==> src/rtl/dma_regs_pkg.sv <==
package dma_regs_pkg;
    localparam int NUM_CH = 4;
    localparam int CH_W   = $clog2(NUM_CH);

    typedef enum logic {
        SEL_ADDR  = 1'b0,
        SEL_COUNT = 1'b1
    } reg_sel_e;

    typedef struct packed {
        logic [CH_W-1:0] chan;
        reg_sel_e        sel;
    } port_dec_t;
endpackage

==> src/rtl/dma_port_decode.sv <==
module dma_port_decode
    import dma_regs_pkg::*;
#(
    parameter int WORD_SHIFT = 0,
    localparam int PA_W = 3 + WORD_SHIFT
) (
    input  logic [PA_W-1:0] port_addr,
    output port_dec_t       dec
);
    logic [2:0] offset;

    always_comb begin
        offset   = 3'(port_addr >> WORD_SHIFT);
        dec.chan = offset[2:1];
        dec.sel  = reg_sel_e'(offset[0]);
    end
endmodule

==> src/rtl/dma_chan_slot.sv <==
module dma_chan_slot
    import dma_regs_pkg::*;
#(
    parameter int WORD_SHIFT = 0,
    localparam int AW = 16 + WORD_SHIFT,
    localparam int CW = 17 + WORD_SHIFT
) (
    input  logic          clk,
    input  logic          rst_n,
    input  logic          wr_lo,
    input  logic          wr_hi,
    input  reg_sel_e      sel,
    input  logic [7:0]    wr_data,
    input  logic          inc,
    output logic [15:0]   base_a,
    output logic [15:0]   base_c,
    output logic [AW-1:0] cur_a,
    output logic [CW-1:0] cur_c
);
    typedef struct packed {
        logic [15:0]   base_a;
        logic [15:0]   base_c;
        logic [AW-1:0] cur_a;
        logic [CW-1:0] cur_c;
    } slot_t;

    slot_t slot_d, slot_q;

    always_comb begin
        slot_d = slot_q;
        if (wr_lo) begin
            if (sel == SEL_ADDR) slot_d.base_a[7:0] = wr_data;
            else                 slot_d.base_c[7:0] = wr_data;
        end
        if (wr_hi) begin
            if (sel == SEL_ADDR) slot_d.base_a[15:8] = wr_data;
            else                 slot_d.base_c[15:8] = wr_data;
            slot_d.cur_a = AW'(slot_d.base_a) << WORD_SHIFT;
            slot_d.cur_c = '0;
        end else if (inc) begin
            slot_d.cur_c = slot_q.cur_c + 1'b1;
        end
    end

    always_ff @(posedge clk or negedge rst_n) begin
        if (!rst_n) slot_q <= '0;
        else        slot_q <= slot_d;
    end

    assign base_a = slot_q.base_a;
    assign base_c = slot_q.base_c;
    assign cur_a  = slot_q.cur_a;
    assign cur_c  = slot_q.cur_c;

    AST_RELOAD_CLEARS_COUNT: assert property (@(posedge clk) disable iff (!rst_n)
        wr_hi |=> cur_c == '0);
    AST_COUNT_STEP: assert property (@(posedge clk) disable iff (!rst_n)
        (inc && !wr_hi) |=> cur_c == $past(cur_c) + 1'b1);
    AST_LOW_WRITE_KEEPS_HIGH: assert property (@(posedge clk) disable iff (!rst_n)
        wr_lo |=> (base_a[15:8] == $past(base_a[15:8])) && (base_c[15:8] == $past(base_c[15:8])));
    AST_LOW_WRITE_KEEPS_WORKING: assert property (@(posedge clk) disable iff (!rst_n)
        (wr_lo && !inc) |=> $stable(cur_a) && $stable(cur_c));
endmodule

==> src/rtl/dma_readback.sv <==
module dma_readback
    import dma_regs_pkg::*;
#(
    parameter int WORD_SHIFT = 0,
    localparam int AW = 16 + WORD_SHIFT,
    localparam int CW = 17 + WORD_SHIFT,
    localparam int VW = 18 + WORD_SHIFT
) (
    input  logic          clk,
    input  logic          rst_n,
    input  logic          rd_en,
    input  reg_sel_e      sel,
    input  logic          ptr,
    input  logic          dir,
    input  logic [15:0]   base_c,
    input  logic [AW-1:0] cur_a,
    input  logic [CW-1:0] cur_c,
    output logic [7:0]    rd_byte
);
    logic [VW-1:0] val;
    logic [VW-1:0] shifted;
    logic [4:0]    sh;

    always_comb begin
        if (sel == SEL_COUNT)
            val = (VW'(base_c) << WORD_SHIFT) - VW'(cur_c);
        else if (dir)
            val = VW'(cur_a) - VW'(cur_c);
        else
            val = VW'(cur_a) + VW'(cur_c);
        sh      = 5'(WORD_SHIFT) + (ptr ? 5'd8 : 5'd0);
        shifted = val >> sh;
        rd_byte = rd_en ? shifted[7:0] : 8'h00;
    end

    AST_IDLE_READ_ZERO: assert property (@(posedge clk) disable iff (!rst_n)
        !rd_en |-> rd_byte == 8'h00);
endmodule

==> src/rtl/dma_chan_regs.sv <==
module dma_chan_regs
    import dma_regs_pkg::*;
#(
    parameter int WORD_SHIFT = 0,
    localparam int PA_W = 3 + WORD_SHIFT,
    localparam int AW   = 16 + WORD_SHIFT,
    localparam int CW   = 17 + WORD_SHIFT
) (
    input  logic              clk,
    input  logic              rst_n,
    input  logic [PA_W-1:0]   port_addr,
    input  logic              wr_en,
    input  logic              rd_en,
    input  logic [7:0]        wr_data,
    output logic [7:0]        rd_data,
    input  logic              ptr_clr,
    input  logic [NUM_CH-1:0] dir_dec,
    input  logic [NUM_CH-1:0] cnt_inc
);
    typedef struct packed {
        logic ptr;
    } ctl_t;

    ctl_t      ctl_d, ctl_q;
    port_dec_t dec;

    logic [15:0]   base_a_arr [NUM_CH];
    logic [15:0]   base_c_arr [NUM_CH];
    logic [AW-1:0] cur_a_arr  [NUM_CH];
    logic [CW-1:0] cur_c_arr  [NUM_CH];

    always_comb begin
        ctl_d = ctl_q;
        if (ptr_clr)               ctl_d.ptr = 1'b0;
        else if (wr_en || rd_en)   ctl_d.ptr = ~ctl_q.ptr;
    end

    always_ff @(posedge clk or negedge rst_n) begin
        if (!rst_n) ctl_q <= '0;
        else        ctl_q <= ctl_d;
    end

    dma_port_decode #(.WORD_SHIFT(WORD_SHIFT)) u_dec (
        .port_addr (port_addr),
        .dec       (dec)
    );

    for (genvar i = 0; i < NUM_CH; i++) begin : g_slot
        logic hit;
        assign hit = wr_en && (dec.chan == CH_W'(i));
        dma_chan_slot #(.WORD_SHIFT(WORD_SHIFT)) u_slot (
            .clk     (clk),
            .rst_n   (rst_n),
            .wr_lo   (hit && !ctl_q.ptr),
            .wr_hi   (hit && ctl_q.ptr),
            .sel     (dec.sel),
            .wr_data (wr_data),
            .inc     (cnt_inc[i]),
            .base_a  (base_a_arr[i]),
            .base_c  (base_c_arr[i]),
            .cur_a   (cur_a_arr[i]),
            .cur_c   (cur_c_arr[i])
        );
    end

    dma_readback #(.WORD_SHIFT(WORD_SHIFT)) u_rb (
        .clk     (clk),
        .rst_n   (rst_n),
        .rd_en   (rd_en),
        .sel     (dec.sel),
        .ptr     (ctl_q.ptr),
        .dir     (dir_dec[dec.chan]),
        .base_c  (base_c_arr[dec.chan]),
        .cur_a   (cur_a_arr[dec.chan]),
        .cur_c   (cur_c_arr[dec.chan]),
        .rd_byte (rd_data)
    );

    AST_PTR_CLEAR: assert property (@(posedge clk) disable iff (!rst_n)
        ptr_clr |=> !ctl_q.ptr);
    AST_PTR_FLIP: assert property (@(posedge clk) disable iff (!rst_n)
        ((wr_en || rd_en) && !ptr_clr) |=> ctl_q.ptr != $past(ctl_q.ptr));
    AST_PTR_HOLD: assert property (@(posedge clk) disable iff (!rst_n)
        (!wr_en && !rd_en && !ptr_clr) |=> $stable(ctl_q.ptr));
endmodule

==> config.mk <==
export PLATFORM = sky130hd
export DESIGN_NAME = dma_chan_regs
export DESIGN_NICKNAME = d
export VERILOG_FILES = /design/src/rtl/dma_regs_pkg.sv /design/src/rtl/dma_port_decode.sv /design/src/rtl/dma_chan_slot.sv /design/src/rtl/dma_readback.sv /design/src/rtl/dma_chan_regs.sv
export SDC_FILE = /design/constraint.sdc
export NUM_CORES = 1
export LEC_CHECK = 0
export BUFFER_PORTS_ARGS = -buffer_cell sky130_fd_sc_hd__buf_4
export CAP_MARGIN = 20
export CORE_AREA = 2 2 149 151
export DETAILED_ROUTE_END_ITERATION = 8
export DIE_AREA = 0 0 151 153
export PLACE_DENSITY = 0.76
export SLEW_MARGIN = 25
export SYNTH_ARGS = -nofsm -noshare
export SYNTH_HDL_FRONTEND = slang
export SYNTH_SLANG_ARGS = --single-unit
==> constraint.sdc <==
create_clock -name clk -period 5.8 [get_ports clk]
set_input_delay 1.16 -clock clk [delete_from_list [all_inputs] [get_ports clk]]
set_output_delay 1.16 -clock clk [all_outputs]
set_load 0.02 [all_outputs]
==> results.cfg <==
[status]
status = completed

[cells_and_area]
n_antenna_cell = 0
fin_cells = 1383
fin_nets = 1147
area_delta_synth_final_pct = 17.7
layout-drive-gt1-share_pct = 37.4
utilization_pct = 65.9
final_area_sq_um = 14200

[placement]
numPortBuffers = 31
place_area_sq_um = 13000
gp_congestion = 0.910
dp_cells = 1327
hpwl_mm = 20.3
pre_cts_slack_ns = -0.201

[sta]
whs_ns = 0.497
final.setup.tns_ns = 0
hold_violations = 0
period_needed_ns = 5.78
max_slew_margin_pct = 46.1
fin_crit_sh_pct = 99.7
finalSetupViolCount = 0
worst_slew_pin_slew_ns = 0.806
clock.fmax_ghz = 0.173
finalMaxSlewViolations = 0
skew_ns = 0.0122
setup_ws_ns = 0.0172
rsz0062_at_grt = yes

[global_route]
grt_antenna_before_repair = 0
grt_pass1_wl_mm = 45.9
grt_max_degree = 128
overflow = 0
grt_pass1_vias = 8485
track_usage_pct = 25.6

[critical_path]
worstPathRequired_ns = 4.64
cp.arrival_ns = 4.62
crit_fanout = 5
crit_type = in2out
worstSetupStartpointType = input port
end_kind = output port

[die]
die_h_um = 153
start_util_pct = 56.0
io_pins = 32
fp.coreArea_sq_um = 21500
die_area_sq_um = 23100
die_x_um = 151
rows = 54

[logic_synthesis]
synth_edf_count = 0
postSynthCellCount = 988
yosysTopAreaCell = dfrtp_1
syn_area_sq_um = 12000
ys_ff_latch = 225
synth.distinct_cells = 55
synth-main-ff-cell = dfrtp_1
yosysWarningCount = 0
synthArstFlopShare_pct = 100
synth-seq-area-share_pct = 46.8
synth_top_cell_area_share_pct = 46.8
syn-num-nets = 1049
postSynthAreaPerCell_sq_um = 12.2
synth_area_leaders = dfrtp_1, mux2_2, mux4_2, xor2_1, ha_1

[clocking]
postCtsHoldBufs = 0
path_clk_slew_ns = 0.06
h-tree-depth = 1
cts_root_buf = clkbuf_16
cts_made_buffers = 24
clock_sinks = 225
clock_latency_ns = 0.52
cts_tree = built
clockBufferDepth = 3

[pwr]
p_sw_share_pct = 33.8
clockPowerShare_pct = 23.0
power_density_nw_per_um2 = 464
power_switching_mw = 2.22
leakage_nw = 6.37
combPwrFrac_pct = 42.7
irDropWorstVdd_uv = 320
internal_power_mw = 4.35
seqPwrFrac_pct = 34.3
power_mw = 6.57

[route]
vias = 8245
avgRoutedWirePerCell_um = 20.8
wl_mm = 28.8
first_iter_violations = 510
drcViolationCount = 0
drt-pass1-iter-count = 4
viasPerCell = 5.96
antenna_left = 0

[min_path]
hold_class = reg2reg

[run]
cap_violations = 0
[registers in the layout, summed over array words and instances, names as in the netlist]
name,cells
g_slot.u_slot.cur_a,64
g_slot.u_slot.base_a,32
g_slot.u_slot.base_c,64
ctl_q,1
g_slot.u_slot.cur_c,64
[cell usage in the layout, fill, tap and decap left out, types with 4 or more instances in the layout]
master / instances
a21o_1: 8
a21oi_1: 19
a21oi_2: 9
a31oi_1: 7
and3_1: 30
buf_4: 96
buf_6: 7
clkbuf_16: 25
clkbuf_8: 5
clkinv_2: 7
dfrtp_1: 225
ha_1: 33
inv_1: 23
mux2_2: 161
mux2i_1: 6
mux4_2: 51
nand2_1: 55
nand3_1: 25
nand4_1: 7
nor2_1: 91
nor2_2: 5
nor2b_1: 8
nor3_1: 6
o21a_1: 4
o21ai_0: 12
o21ai_2: 4
or3_1: 7
xnor2_1: 37
xor2_1: 55
[power groups by stage]
stage	registers, mW	clock network, mW	logic, mW
finish	2.26	1.51	2.81
global route	2.31	1.61	3.04
CTS	2.25	1.53	2.59
detailed placement	2.28	0	2.47
global placement	2.25	0	2.42
floorplan	2.17	0	1.72
[logic make-up after synthesis]
logic type / synth area share (%)
simple gates: 10.3
flops: 46.8
mux: 25.1
xor+xnor: 6.85
compound gates: 4.74
buf+inv: 2.13
fa+ha+maj: 3.98
[cell type report]
| cell class | count | area [sq um] |
|---|---|---|
| Fill cell | 1587 | 7330 |
| Clock buffer | 33 | 706 |
| Inverter | 26 | 97.6 |
| Multi-Input combinational cell | 700 | 6370 |
| Timing Repair Buffer | 109 | 917 |
| Sequential cell | 225 | 5630 |
| Clock inverter | 10 | 80.1 |
| Tap cell | 280 | 350 |
[critical path, stage by stage]
cell and delay [ns]:
buf_12 0.11, mux4_2 0.55, nor4_4 0.36, buf_4 0.17, a21oi_2 0.04, xnor2_1 0.13
ha_1 0.31, a21o_1 0.16, a21o_1 0.18, nor3_2 0.19, a21oi_2 0.08, a31o_2 0.28
xnor2_2 0.13, mux4_2 0.47, nor2_4 0.13, buf_6 0.13
[final timing paths]
kind | from | depth (start not counted) | end | slack [ns]
max in group asynchronous | rst_n | 2 | g_slot[0].u_slot.base_c[5] | 4.05
worst max register to register | ctl_q | 5 | g_slot[3].u_slot.base_c[8] | 3.14
worst min register to register | g_slot[1].u_slot.base_a[2] | 1 | g_slot[1].u_slot.cur_a[2] | 0.50
worst max-delay path | port_addr[1] | 16 | rd_data[5] | 0.02
min in group asynchronous | rst_n | 1 | g_slot[0].u_slot.cur_c[0] | 0.63
worst min-delay path | g_slot[1].u_slot.base_a[2] | 1 | g_slot[1].u_slot.cur_a[2] | 0.50
[Yosys cell counts, types with 3 or more instances]
cell / count
ha_1: 35
a41oi_1: 3
clkbuf_1: 22
a21oi_1: 28
xor2_1: 55
nand2_1: 56
o21ai_0: 18
a31oi_1: 8
nor2_1: 99
dfrtp_1: 225
and4_1: 3
a21o_1: 8
nand4_1: 7
and3_1: 30
xnor2_1: 39
buf_2: 7
or2_2: 4
o21a_1: 4
inv_1: 25
nor3_1: 10
buf_1: 6
o31ai_1: 3
or3_1: 7
mux4_2: 51
nor2b_1: 10
mux2i_1: 6
o211ai_1: 3
mux2_2: 161
nand3_1: 25
[metal layers]
metal,global-route usage (%),share of wire (%),vias up
met5,0,0,-
met4,5.47,1.8,0
met3,3.13,5.3,41
met2,42.2,49,194
met1,36.9,44,4250
li1,-,-,3760
[what timing repair did]
action,CTS,global route
setup endpoints to repair,7,8
gates cloned,1,0
pin swaps,9,37
setup buffers,7,6
resized for setup,19,45
No activity file was read; power rests on OpenSTA's default activity.
